[config.mk]
export PLATFORM = sky130hd
export DESIGN_NAME = jtm_host_regs
export DESIGN_NICKNAME = d
export VERILOG_FILES = /design/src/rtl/jtm_pkg.sv /design/src/rtl/jtm_host_gate.sv /design/src/rtl/jtm_cmd_reg.sv /design/src/rtl/jtm_ctr_load.sv /design/src/rtl/jtm_host_regs.sv
export SDC_FILE = /design/constraint.sdc
export NUM_CORES = 1
export LEC_CHECK = 0
export ABC_AREA = 1
export BUFFER_PORTS_ARGS = -buffer_cell sky130_fd_sc_hd__buf_2
export CAP_MARGIN = 20
export CORE_UTILIZATION = 54
export CTS_CLUSTER_DIAMETER = 40
export CTS_CLUSTER_SIZE = 8
export DETAILED_ROUTE_END_ITERATION = 10
export GPL_ROUTABILITY_DRIVEN = 1
export PLACE_DENSITY = 0.84
export SLEW_MARGIN = 25
export SYNTH_ARGS = -nofsm -noshare
export SYNTH_HDL_FRONTEND = slang
export SYNTH_SLANG_ARGS = --single-unit
[constraint.sdc]
create_clock -name clk -period 2.55 [get_ports clk]
set_input_delay 0.255 -clock clk [delete_from_list [all_inputs] [get_ports clk]]
set_output_delay 0.255 -clock clk [all_outputs]
set_load 0.02 [all_outputs]
[src/rtl/jtm_pkg.sv]
package jtm_pkg;
  localparam int unsigned BYTE_W      = 8;
  localparam int unsigned ADDR_STATUS = 0;
  localparam int unsigned ADDR_CMD    = 1;
  localparam int unsigned ADDR_CTR    = 2;
  localparam int unsigned SRST_BIT    = 7;
  localparam int unsigned TRST_BIT    = 6;
  localparam int unsigned OPC_W       = 4;
  localparam int unsigned CMD_W       = 7;
  localparam int unsigned CTR_OPC_BIT = 3;

  // live status byte: data waiting, tdo full, counter loaded, spare, tap state
  function automatic logic [BYTE_W-1:0] status_byte(input logic tdi_empty,
                                                    input logic tdo_full,
                                                    input logic loaded,
                                                    input logic [3:0] tap);
    return {~tdi_empty, tdo_full, loaded, 1'b0, tap};
  endfunction

  // counter commands are refused (turned to null) until the counter is loaded
  function automatic logic [OPC_W-1:0] admit_opcode(input logic [OPC_W-1:0] opc,
                                                   input logic loaded);
    return (opc[CTR_OPC_BIT] && !loaded) ? '0 : opc;
  endfunction
endpackage

[src/rtl/jtm_host_gate.sv]
module jtm_host_gate (
  input  logic clk,
  input  logic rst_n,
  input  logic host_wr,
  input  logic is_cmd,
  input  logic srst_req,
  input  logic busy,
  input  logic cmd_done,
  output logic wr_fire,
  output logic host_rdy
);
  logic taken_q;
  logic blocked;

  // a command write meets a running command and is not a soft reset
  assign blocked  = host_wr && is_cmd && !taken_q && busy && !srst_req;
  assign host_rdy = !blocked;
  // a held write goes through on the cycle the engine finishes
  assign wr_fire  = host_wr && !taken_q && (!blocked || cmd_done);

  always_ff @(posedge clk or negedge rst_n) begin
    if (!rst_n)       taken_q <= 1'b0;
    else if (host_wr) taken_q <= taken_q | wr_fire;
    else              taken_q <= 1'b0;
  end

  p_one_write_per_strobe_r12: assert property (@(posedge clk) disable iff (!rst_n)
    wr_fire |=> !wr_fire);
endmodule

[src/rtl/jtm_cmd_reg.sv]
module jtm_cmd_reg
  import jtm_pkg::*;
(
  input  logic              clk,
  input  logic              rst_n,
  input  logic              cmd_fire,
  input  logic [BYTE_W-1:0] wdata,
  input  logic              cmd_done,
  input  logic              ctr_loaded,
  output logic [CMD_W-1:0]  cmd_q,
  output logic              busy,
  output logic              cmd_start,
  output logic              soft_rst,
  output logic              srst_now
);
  logic [OPC_W-1:0] opc_admit;
  logic             done_hit;

  assign busy      = cmd_q[OPC_W-1:0] != '0;
  assign srst_now  = cmd_fire && wdata[SRST_BIT];
  assign done_hit  = busy && cmd_done;
  assign opc_admit = admit_opcode(wdata[OPC_W-1:0], ctr_loaded);

  always_ff @(posedge clk or negedge rst_n) begin
    if (!rst_n) begin
      cmd_q     <= '0;
      cmd_start <= 1'b0;
      soft_rst  <= 1'b0;
    end else begin
      cmd_start <= 1'b0;
      soft_rst  <= 1'b0;
      if (srst_now) begin
        cmd_q    <= '0;
        soft_rst <= 1'b1;
      end else if (cmd_fire) begin
        cmd_q     <= {wdata[CMD_W-1:OPC_W], opc_admit};
        cmd_start <= opc_admit != '0;
      end else if (done_hit) begin
        cmd_q[OPC_W-1:0] <= '0;
      end
    end
  end

  p_readback_held_r5: assert property (@(posedge clk) disable iff (!rst_n)
    busy && !cmd_done && !cmd_fire |=> $stable(cmd_q));
  p_done_clears_opcode_r6: assert property (@(posedge clk) disable iff (!rst_n)
    done_hit && !cmd_fire |=> cmd_q[OPC_W-1:0] == '0);
  p_start_single_r4: assert property (@(posedge clk) disable iff (!rst_n)
    cmd_start |=> !cmd_start);
  p_counter_cmd_refused_r11: assert property (@(posedge clk) disable iff (!rst_n)
    cmd_fire && !ctr_loaded && wdata[CTR_OPC_BIT] |=> !cmd_start);
endmodule

[src/rtl/jtm_ctr_load.sv]
module jtm_ctr_load
  import jtm_pkg::*;
#(
  parameter int unsigned BYTES = 4
) (
  input  logic                    clk,
  input  logic                    rst_n,
  input  logic                    wr_fire,
  input  logic                    clear,
  input  logic [BYTE_W-1:0]       wdata,
  output logic [BYTE_W*BYTES-1:0] value_q,
  output logic                    loaded_q
);
  localparam int unsigned IDX_W = (BYTES > 1) ? $clog2(BYTES) : 1;
  localparam logic [IDX_W-1:0] LAST = IDX_W'(BYTES - 1);

  logic [IDX_W-1:0] idx_q;

  always_ff @(posedge clk or negedge rst_n) begin
    if (!rst_n) begin
      idx_q    <= '0;
      loaded_q <= 1'b0;
    end else if (clear) begin
      idx_q    <= '0;
      loaded_q <= 1'b0;
    end else if (wr_fire) begin
      idx_q    <= (idx_q == LAST) ? '0 : idx_q + 1'b1;
      loaded_q <= (idx_q == LAST);
    end
  end

  for (genvar g = 0; g < BYTES; g++) begin : g_lane
    always_ff @(posedge clk or negedge rst_n) begin
      if (!rst_n)                                   value_q[BYTE_W*g +: BYTE_W] <= '0;
      else if (clear)                               value_q[BYTE_W*g +: BYTE_W] <= '0;
      else if (wr_fire && idx_q == IDX_W'(g))        value_q[BYTE_W*g +: BYTE_W] <= wdata;
    end
  end

  p_load_complete_r3: assert property (@(posedge clk) disable iff (!rst_n)
    wr_fire && !clear && idx_q == LAST |=> loaded_q);
  p_new_load_clears_r3: assert property (@(posedge clk) disable iff (!rst_n)
    wr_fire && !clear && idx_q == '0 && BYTES > 1 |=> !loaded_q);
endmodule

[src/rtl/jtm_host_regs.sv]
module jtm_host_regs
  import jtm_pkg::*;
#(
  parameter int unsigned AW        = 2,
  parameter int unsigned CTR_BYTES = 4
) (
  input  logic                        clk,
  input  logic                        rst_n,
  input  logic [AW-1:0]               host_addr,
  input  logic [BYTE_W-1:0]           host_wdata,
  output logic [BYTE_W-1:0]           host_rdata,
  input  logic                        host_rd,
  input  logic                        host_wr,
  output logic                        host_rdy,
  input  logic                        tdi_empty,
  input  logic                        tdo_full,
  input  logic [3:0]                  tap_state,
  input  logic                        cmd_done,
  output logic                        cmd_start,
  output logic [OPC_W-1:0]            cmd_opcode,
  output logic                        soft_rst,
  output logic [BYTE_W*CTR_BYTES-1:0] ctr_value,
  input  logic                        dc_mode,
  input  logic                        dc_trst,
  output logic                        trst_out
);
  localparam logic [AW-1:0] LA_STATUS = AW'(ADDR_STATUS);
  localparam logic [AW-1:0] LA_CMD    = AW'(ADDR_CMD);
  localparam logic [AW-1:0] LA_CTR    = AW'(ADDR_CTR);

  logic              is_cmd, wr_fire, busy, srst_now, ctr_loaded;
  logic [CMD_W-1:0]  cmd_q;

  assign is_cmd = host_addr == LA_CMD;

  jtm_host_gate u_gate (
    .clk(clk), .rst_n(rst_n), .host_wr(host_wr), .is_cmd(is_cmd),
    .srst_req(host_wdata[SRST_BIT]), .busy(busy), .cmd_done(cmd_done),
    .wr_fire(wr_fire), .host_rdy(host_rdy));

  jtm_cmd_reg u_cmd (
    .clk(clk), .rst_n(rst_n), .cmd_fire(wr_fire && is_cmd), .wdata(host_wdata),
    .cmd_done(cmd_done), .ctr_loaded(ctr_loaded), .cmd_q(cmd_q), .busy(busy),
    .cmd_start(cmd_start), .soft_rst(soft_rst), .srst_now(srst_now));

  jtm_ctr_load #(.BYTES(CTR_BYTES)) u_ctr (
    .clk(clk), .rst_n(rst_n), .wr_fire(wr_fire && host_addr == LA_CTR),
    .clear(srst_now), .wdata(host_wdata), .value_q(ctr_value), .loaded_q(ctr_loaded));

  assign cmd_opcode = cmd_q[OPC_W-1:0];
  assign trst_out   = dc_mode ? dc_trst : cmd_q[TRST_BIT];

  always_comb begin
    host_rdata = '0;
    if (host_rd) begin
      if (host_addr == LA_STATUS)
        host_rdata = status_byte(tdi_empty, tdo_full, ctr_loaded, tap_state);
      else if (host_addr == LA_CMD)
        host_rdata = {1'b0, cmd_q};
    end
  end

  p_busy_write_stalls_r7: assert property (@(posedge clk) disable iff (!rst_n)
    $rose(host_wr) && is_cmd && !host_wdata[SRST_BIT] && busy |-> !host_rdy);
  p_soft_reset_immediate_r9: assert property (@(posedge clk) disable iff (!rst_n)
    $rose(host_wr) && is_cmd && host_wdata[SRST_BIT] |=> soft_rst && cmd_opcode == '0);
  p_late_accept_rdy_r8: assert property (@(posedge clk) disable iff (!rst_n)
    !host_rdy && cmd_done |=> host_rdy || !host_wr);
  p_status_spare_zero_r2: assert property (@(posedge clk) disable iff (!rst_n)
    host_rd && host_addr == LA_STATUS |-> host_rdata[4] == 1'b0);
endmodule

==> results of run 1 <==
final cells by class:
cell class	count	area, µm²
Clock inverter	2	15.0
Timing Repair Buffer	71	363
Fill cell	319	1180
Clock buffer	6	72.6
Tap cell	48	60.1
Inverter	22	82.6
Sequential cell	45	1130
Multi-Input combinational cell	172	875
flip-flops by register name (all words and copies together) (netlist names):
signal,count
u_cmd.soft_rst,1
u_gate.taken_q,1
u_cmd.cmd_start,1
u_ctr.idx_q,2
u_cmd.cmd_q,7
u_ctr.value_q,32
u_ctr.loaded_q,1
routing by layer:
layer | routed length, µm | part of all wire, %
met3 | 332 | 6.6
met1 | 2140 | 43
met2 | 2410 | 48
met4 | 105 | 2.1
met5 | 0 | 0
cells by family after synthesis:
group | synth area share, %
xor+xnor | 0.400
compound gates | 2.63
simple gates | 34.6
buf+inv | 8.63
fa+ha+maj | 2.29
flops | 51.4
how the worst max path moves through the flow:
stage,end,slack (ns),cells past startpoint
after global placement,u_ctr.value_q[5],0.86,6
final,u_ctr.value_q[13],0.73,6
after CTS,u_ctr.value_q[13],0.74,6
after global routing,u_ctr.value_q[20],0.58,6
after floorplan,u_ctr.value_q[24],1.27,8
after detailed placement,u_ctr.value_q[1],0.73,6
synth_stat cells:
cell type / instances
ha_1: 4
buf_2: 1
nand4_1: 3
nor3_1: 1
inv_2: 8
nand2_2: 2
nand4_2: 1
nand3_1: 84
o22ai_1: 1
buf_6: 6
nand3_4: 1
nor2_4: 1
dfrtp_1: 45
nand2_1: 55
buf_4: 4
nor4_1: 1
xor2_1: 1
o21ai_1: 4
clkbuf_1: 1
nor2_1: 6
o21ai_0: 2
a31oi_4: 1
inv_1: 14
nor2_2: 4
stage by stage:
step           cells  hold WS, ns  util [%]
6_report         366        0.195      68.8
4_1_cts          365        0.135      68.4
5_1_grt          366        0.221      68.8
2_1_floorplan    251      -0.0406         -
3_5_place_dp     357        0.455      66.1
3_3_place_gp     357        0.460      66.1
cells in the final DEF, fill, tap and decap left out, types with 2 or more instances in the layout:
| cell | instances |
|---|---|
| nand2_1 | 55 |
| nand3_1 | 84 |
| ha_1 | 4 |
| inv_2 | 8 |
| nand4_1 | 3 |
| nor2_2 | 4 |
| o21ai_0 | 2 |
| nor2_1 | 6 |
| o21ai_1 | 4 |
| dfrtp_1 | 45 |
| buf_2 | 69 |
| clkinvlp_4 | 2 |
| clkbuf_8 | 5 |
| nand2_2 | 2 |
| inv_1 | 14 |
worst max-delay path, stage by stage, from the launching register on:
cell and delay [ns]:
dfrtp_1 0.42, nor2_1 0.13, nand2_1 0.16, nand4_2 0.17, nand3_4 0.46, nand3_1 0.26
nand2_1 0.07
power groups by stage:
| stage | sequential [mW] | combinational [mW] | clock (mW) |
|---|---|---|---|
| floorplan | 1.24 | 0.290 | 0 |
| global placement | 1.04 | 0.750 | 0 |
| detailed placement | 1.04 | 0.771 | 0 |
| CTS | 1.03 | 0.773 | 0.434 |
| global route | 1.06 | 0.847 | 0.456 |
| finish | 1.03 | 0.766 | 0.428 |
==> results.yml, run 1 <==
clocking:
  cts_buffer_depth: 2
  clk_latency_ns: 0.30
  cts_hold_buf: 0
  cts.clk_slew.worst_paths_ns: 0.08
  cts_buffers: 5
  cts_tree: "done"
  root_buffer: "clkbuf_8"
  post_cts_buffers: 0
  cts_resized: 0
  htreeDepth: 2
  clkSinkCount: 45
timing:
  hold_viol_final: 0
  timing.final.ws_setup_ns: 0.731
  fmax_mhz: 550
  setup_tns_ns: 0
  max_slew_margin_pct: 59.6
  worst_pin_slew_ns: 0.606
  fin_crit_ns: 1.82
  rsz0062_at_grt: "no"
  finClkSkew_ns: 0.00843
  min_period_over_period_pct: 71.3
  setup_violations: 0
  slew_viol_final: 0
routing:
  ant_nets: 0
  routedWlPerCell_um: 13.6
  vias: 2006
  first_pass_iters: 4
  drcViolationCount: 0
  wl_um: 4990
  viasPerCell: 5.48
  drtIter0Drc: 106
min_path:
  hold_end: "u_gate.taken_q"
  hp-class: "in2reg"
  hp-start: "host_wr"
  hold-path-cell-count: 3
placement:
  hpwl_um: 3570
  gp_congestion: 0.757
  dpl_cell_area_um2: 2490
  dpl_worst_slack_ns: 0.729
  numPortBuffers: 70
global_routing:
  use_met3_pct: 3.82
  gr-max-usage-layer: "met2"
  use_met2_pct: 38.6
  antenna_found_initial: 0
  use_met1_pct: 34.8
  track_usage_pct: 25.1
  grt_pass1_wl_um: 8050
  grt_pass1_vias: 1765
  grt_overflow: 0
  grt_max_degree: 63
run:
  drv_cap: 0
logic_synthesis:
  synth_nets: 278
  synth_area_leaders: "dfrtp_1, nand3_1, nand2_1, buf_6, inv_1"
  ys_types: 24
  synth_area_um2: 2190
  ys_seq_area_share_pct: 51.4
  yosysTopAreaCell: "dfrtp_1"
  ys_ff_latch: 45
  ys_warn_count: 0
  synth_top_area_share_pct: 51.4
  synth_cells: 251
  syn_avg_cell_area_um2: 8.72
setup_path:
  cp-start-kind: "flip-flop"
  worstSetupPathType: "reg2reg"
  cp_data_required_time_ns: 2.73
  rrSetupSlack_ns: 0.73
  crit_arrival_ns: 2.00
  reg2reg_depth: 6
  crit_path_start: "u_cmd.cmd_q[3]"
  crit_path_end_kind: "flip-flop"
  crit_fanout: 62
  reg2reg_from: "u_cmd.cmd_q[3]"
  r2r_end: "u_ctr.value_q[13]"
pwr:
  seqPwrFrac_pct: 46.3
  vdd_drop_max_mv: 0.598
  p_switching_mw: 0.860
  intPower_mw: 1.36
  p_comb_share_pct: 34.5
  clkPwrFrac_pct: 19.3
  finalPower_mw: 2.22
  power_density_nw_per_um2: 857
  switching_share_pct: 38.7
  leakage_nw: 1.51
run_status:
  status: "finished clean"
finish:
  finalNetCount: 344
  fin_area_um2: 2590
  syn_to_final_growth_pct: 18.5
  n_antenna_cell: 0
  drive_gt1_share_pct: 29.9
floorplanning:
  die_y_um: 65.7
  num_rows: 22
  start_util_pct: 58.1
  core_area_um2: 3770
  ios: 71
  die_w_um: 65.7
  dieArea_um2: 4310
No activity file was read; power rests on OpenSTA's default activity.
==> run 2, diff against run 1 <==
CORE_UTILIZATION = 45   (was 54)
PLACE_DENSITY = 0.75   (was 0.84)
clock period = 1.54 ns   (was 2.55 ns; I/O delays follow)
==> run 2 against run 1 <==
Effect of this change:
- the run now ends with design-rule violations left
- sequential share of layout area down 2.2 points
- worst hold slack worse by 0.11 ns
- non-clock buffer count is 8 higher
- die area rose by 19%
- via count down 2.4%
- flip-flop and latch count unchanged
- maximum frequency increased by 29%
- wire length is 3.9% higher
- clock power grew 110%
- critical path type unchanged
==> results.yml, run 2 (synthesis results as in run 1) <==
timing:
  fin_crit_ns: 1.41
  fmax_mhz: 710
  worst_pin_slew_ns: 0.456
  min_period_over_period_pct: 91.4
  rsz0062_at_grt: "yes"
  slew_viol_final: 0
  hold_viol_final: 0
  finClkSkew_ns: 0.00509
  max_slew_margin_pct: 69.6
  hold-worst-slack_ns: 0.0902
  setup_violations: 0
  setup_tns_ns: 0
global_routing:
  antenna_found_initial: 0
  grt_pass1_wl_um: 8280
  track_usage_pct: 20.6
  grt_overflow: 0
  grt_pass1_vias: 1763
  grt_max_degree: 33
pwr:
  p_comb_share_pct: 33.4
  vdd_drop_max_mv: 0.974
  intPower_mw: 2.48
  switching_share_pct: 36.4
  p_switching_mw: 1.42
  power_density_nw_per_um2: 1430
  leakage_nw: 1.59
  seqPwrFrac_pct: 43.6
  clkPwrFrac_pct: 23.0
setup_path:
  reg2reg_depth: 8
  reg2reg_from: "u_gate.taken_q"
  endpoint: "u_ctr.idx_q[0]"
  crit_path_end_kind: "flip-flop"
  r2r_end: "u_ctr.idx_q[0]"
  cp-start-kind: "flip-flop"
  rrSetupSlack_ns: 0.13
  crit_arrival_ns: 1.62
  crit_fanout: 30
  worstSetupPathType: "reg2reg"
  crit_path_start: "u_gate.taken_q"
  cp_data_required_time_ns: 1.75
routing:
  drcViolationCount: 1
  wl_um: 5190
  drtIter0Drc: 179
  first_pass_iters: 10
  viasPerCell: 5.15
  routedWlPerCell_um: 13.7
  vias: 1957
  ant_nets: 0
finish:
  regMostFlops: "u_ctr.value_q"
  finalNetCount: 352
  n_antenna_cell: 0
  mostFrequentLayoutCells: "nand3_1, buf_2, nand2_1, dfrtp_1, inv_1"
  drive_gt1_share_pct: 31.9
  final_common_cell: "nand3_1"
  largest_reg_flops: 32
  reg_top3: "u_ctr.value_q (32), u_cmd.cmd_q (7), u_ctr.idx_q (2)"
  syn_to_final_growth_pct: 24.8
placement:
  numPortBuffers: 70
  hpwl_um: 3790
  gp_congestion: 0.760
floorplanning:
  start_util_pct: 46.7
  num_rows: 25
  die_w_um: 71.8
  dieArea_um2: 5150
  die_y_um: 71.8
  ios: 71
  core_area_um2: 4690
clocking:
  cts_buffer_depth: 2
  cts_tree: "done"
  cts_buffers: 5
  root_buffer: "clkbuf_8"
  post_cts_buffers: 0
  clkSinkCount: 45
  cts.clk_slew.worst_paths_ns: 0.07
  clk_latency_ns: 0.28
  htreeDepth: 2
run:
  drv_cap: 0
run_status:
  status: "finished, violations left"
  failed_checks: "design-rule violations"
min_path:
  hp-class: "in2reg"
[run 2: cell count changes in the layout (fill, tap and decap cells not counted), sizes merged]
cell | previous run | this run
bufinv | 0 | 1
buf | 70 | 78
clkbuf | 6 | 7
clkinvlp | 2 | 0
[run 2: layout make-up]
type                            count  area, µm²
Clock buffer                        7       86.3
Sequential cell                    45       1130
Multi-Input combinational cell    172        882
Clock inverter                      1       30.0
Tap cell                           54       67.6
Fill cell                         429       1960
Inverter                           22       82.6
Timing Repair Buffer               79        458
[run 2: worst max-delay path, cell delays in order (launching register included)]
cell	delay, ns
dfrtp_1	0.36
inv_1	0.05
nand2_1	0.10
nor2_4	0.18
nand4_2	0.17
nand3_4	0.13
buf_12	0.17
nand2_1	0.07
nor2_1	0.11
[run 2: repair_timing]
| action | in CTS | in global routing |
|---|---|---|
| hold endpoints to repair | 19 | 0 |
| gates resized for setup | 0 | 2 |
| setup endpoints to repair | 0 | 2 |
| hold buffers | 1 | 0 |
[run 2: stage by stage]
stage / setup WS (ns) / power [mW] / utilization, % / cell area, µm² / cells
2_1_floorplan: 0.261 / 2.53 / - / 2190 / 251
3_3_place_gp: 0.189 / 2.98 / 55.4 / 2600 / 371
3_5_place_dp: 0.150 / 3.03 / 55.4 / 2600 / 371
4_1_cts: 0.133 / 3.93 / 58.1 / 2730 / 380
5_1_grt: 0.00173 / 4.14 / 58.2 / 2730 / 380
6_report: 0.132 / 3.90 / 58.2 / 2730 / 380
[run 2: power by group through the flow]
stage	clock network, mW	registers, mW	logic (mW)
after global routing	0.962	1.74	1.44
after CTS	0.919	1.70	1.31
after global placement	0	1.71	1.27
final	0.896	1.70	1.30
after floorplan	0	2.05	0.481
after detailed placement	0	1.72	1.31
[run 2: routing by layer]
metal	up-vias	part of all wire (%)	GRT usage [%]
met5	-	0	0
met4	0	0.85	5.88
met3	4	5.4	3.80
met2	67	51	34.8
met1	907	43	27.1
li1	979	-	-
[run 2: worst min-delay path by stage]
stage            start           endpoint  cells after the start
6_report       host_wr     u_gate.taken_q                      3
3_5_place_dp     rst_n  u_ctr.value_q[19]                      1
4_1_cts        host_wr     u_gate.taken_q                      3
3_3_place_gp     rst_n     u_cmd.soft_rst                      1
5_1_grt        host_wr     u_gate.taken_q                      3
2_1_floorplan    rst_n     u_cmd.cmd_q[0]                      0
==> run 3, diff against run 2 <==
clock period = 1.2 ns   (was 1.54 ns; I/O delays follow)
==> run 3 against run 2 <==
Effect of this change:
- the flow finishes with violations (negative setup slack)
- final cell count grew 7.6%
- worst setup slack got worse by 0.38 ns
- largest cell class unchanged
- register-to-register slack worse by 0.36 ns
- combinational power increased by 54%
- die area did not move
- global-route usage up 3.3 points
- clock power increased by 12%
- sequential share of layout area shrank 6.0 points
- wire length increased by 22%
- largest power group unchanged
- first-iteration DRC count up 8.9%
- clock skew increased by 0.00084 ns
- critical endpoint is now host_rdata[0]
==> results.yml, run 3 (synthesis results as in run 1) <==
run_status:
  status: "finished, violations left"
  failed_checks: "negative setup slack"
routing:
  routedWlPerCell_um: 15.5
  viasPerCell: 5.43
  first_pass_iters: 4
  ant_nets: 0
  wl_um: 6340
  vias: 2219
  drtIter0Drc: 195
  drcViolationCount: 0
floorplanning:
  core_area_um2: 4690
  die_y_um: 71.8
  ios: 71
  dieArea_um2: 5150
  start_util_pct: 46.7
  die_w_um: 71.8
  num_rows: 25
placement:
  dpl_worst_slack_ns: -0.145
  hpwl_um: 3960
  gp_congestion: 0.780
  numPortBuffers: 70
clocking:
  cts_tree: "done"
  cts_buffer_depth: 2
  clkSinkCount: 45
  cts_buffers: 5
  clk_latency_ns: 0.31
  htreeDepth: 2
  cts.clk_slew.worst_paths_ns: 0.08
  root_buffer: "clkbuf_8"
pwr:
  power_density_nw_per_um2: 1620
  finalPower_mw: 5.20
  leakage_nw: 1.77
  vdd_drop_max_mv: 0.924
setup_path:
  cp-start-kind: "flip-flop"
  cp_data_required_time_ns: 1.08
  crit_arrival_ns: 1.32
  r2r_end: "u_ctr.value_q[30]"
  crit_path_end_kind: "primary output"
  crit_fanout: 3
  rrSetupSlack_ns: -0.23
  worstSetupPathType: "reg2out"
  reg2reg_from: "u_cmd.cmd_q[0]"
  reg2reg_depth: 8
finish:
  mostFrequentLayoutCells: "nand3_1, buf_2, nand2_1, dfrtp_1, buf_4"
  largest_reg_flops: 32
  reg_top3: "u_ctr.value_q (32), u_cmd.cmd_q (7), u_ctr.idx_q (2)"
  n_antenna_cell: 0
  final_common_cell: "nand3_1"
  fin_util_pct: 68.2
  finalNetCount: 381
  syn_to_final_growth_pct: 46.2
  regMostFlops: "u_ctr.value_q"
  drive_gt1_share_pct: 45.4
global_routing:
  antenna_found_initial: 0
  grt_pass1_wl_um: 9420
  grt_overflow: 0
  grt_pass1_vias: 1920
  grt_max_degree: 40
  track_usage_pct: 23.9
timing:
  fmax_mhz: 693
  slew_viol_final: 0
  finClkSkew_ns: 0.00594
  rsz0062_at_grt: "yes"
  fin_crit_ns: 1.44
  hold_viol_final: 0
  setup_violations: 53
  hold-worst-slack_ns: 0.0341
  max_slew_margin_pct: 68.1
  min_period_over_period_pct: 120
  timing.final.ws_setup_ns: -0.243
  worst_pin_slew_ns: 0.479
min_path:
  hp-start: "host_wr"
  hold-path-cell-count: 3
  hp-class: "in2reg"
  hold_end: "u_gate.taken_q"
run:
  drv_cap: 0
run 3: layout make-up:
class                           count  area, µm²
Clock buffer                        6       82.6
Clock inverter                      2       13.8
Fill cell                         350       1490
Inverter                           22       82.6
Multi-Input combinational cell    174       1070
Sequential cell                    45       1130
Tap cell                           54       67.6
Timing Repair Buffer              106        759
run 3: timing repair:
action                                  CTS  global route
hold endpoints to repair                 16             0
gates resized for setup                  35            23
hold buffers                              1             0
setup buffers                             6             5
endpoints found under the setup margin   49            55
pin swaps                                 9            10
gates cloned                              1             1
run 3: report_power, final:
part | switching [mW] | internal (mW) | leakage (nW)
clock network | 0.537 | 0.467 | 0.0512
logic | 1.24 | 0.761 | 1.11
registers | 0.253 | 1.94 | 0.603
run 3: worst max-delay path, stage by stage (launching register included):
cell and delay (ns):
dfrtp_1 0.41, buf_4 0.14, buf_6 0.11, buf_6 0.11
nand3_2 0.07, nand2_2 0.05, buf_6 0.13
run 3: worst max path at each step:
stage	from	end	slack (ns)	cells past startpoint
finish	u_cmd.cmd_q[0]	host_rdata[0]	-0.24	6
detailed placement	u_cmd.cmd_q[1]	u_cmd.cmd_q[3]	-0.15	6
floorplan	u_gate.taken_q	u_ctr.value_q[20]	-0.04	8
global route	u_cmd.cmd_q[0]	u_ctr.value_q[30]	-0.31	8
CTS	u_cmd.cmd_q[0]	host_rdy	-0.20	5
global placement	u_cmd.cmd_q[1]	u_cmd.cmd_q[3]	-0.11	6
run 3: per-stage QoR:
| step | area (µm²) | setup TNS [ns] | std cells |
|---|---|---|---|
| CTS | 3060 | -6.06 | 403 |
| finish | 3200 | -8.84 | 409 |
| global placement | 2770 | -2.68 | 387 |
| global route | 3200 | -12.32 | 409 |
| floorplan | 2220 | -1.41 | 251 |
| detailed placement | 2770 | -3.73 | 387 |
run 3: metal layers:
metal,up-vias,routed length [µm],GRT usage [%]
li1,1053,-,-
met1,1066,2690,32.2
met2,88,3120,37.8
met3,12,402,5.06
met4,0,125,9.15
met5,-,0,0
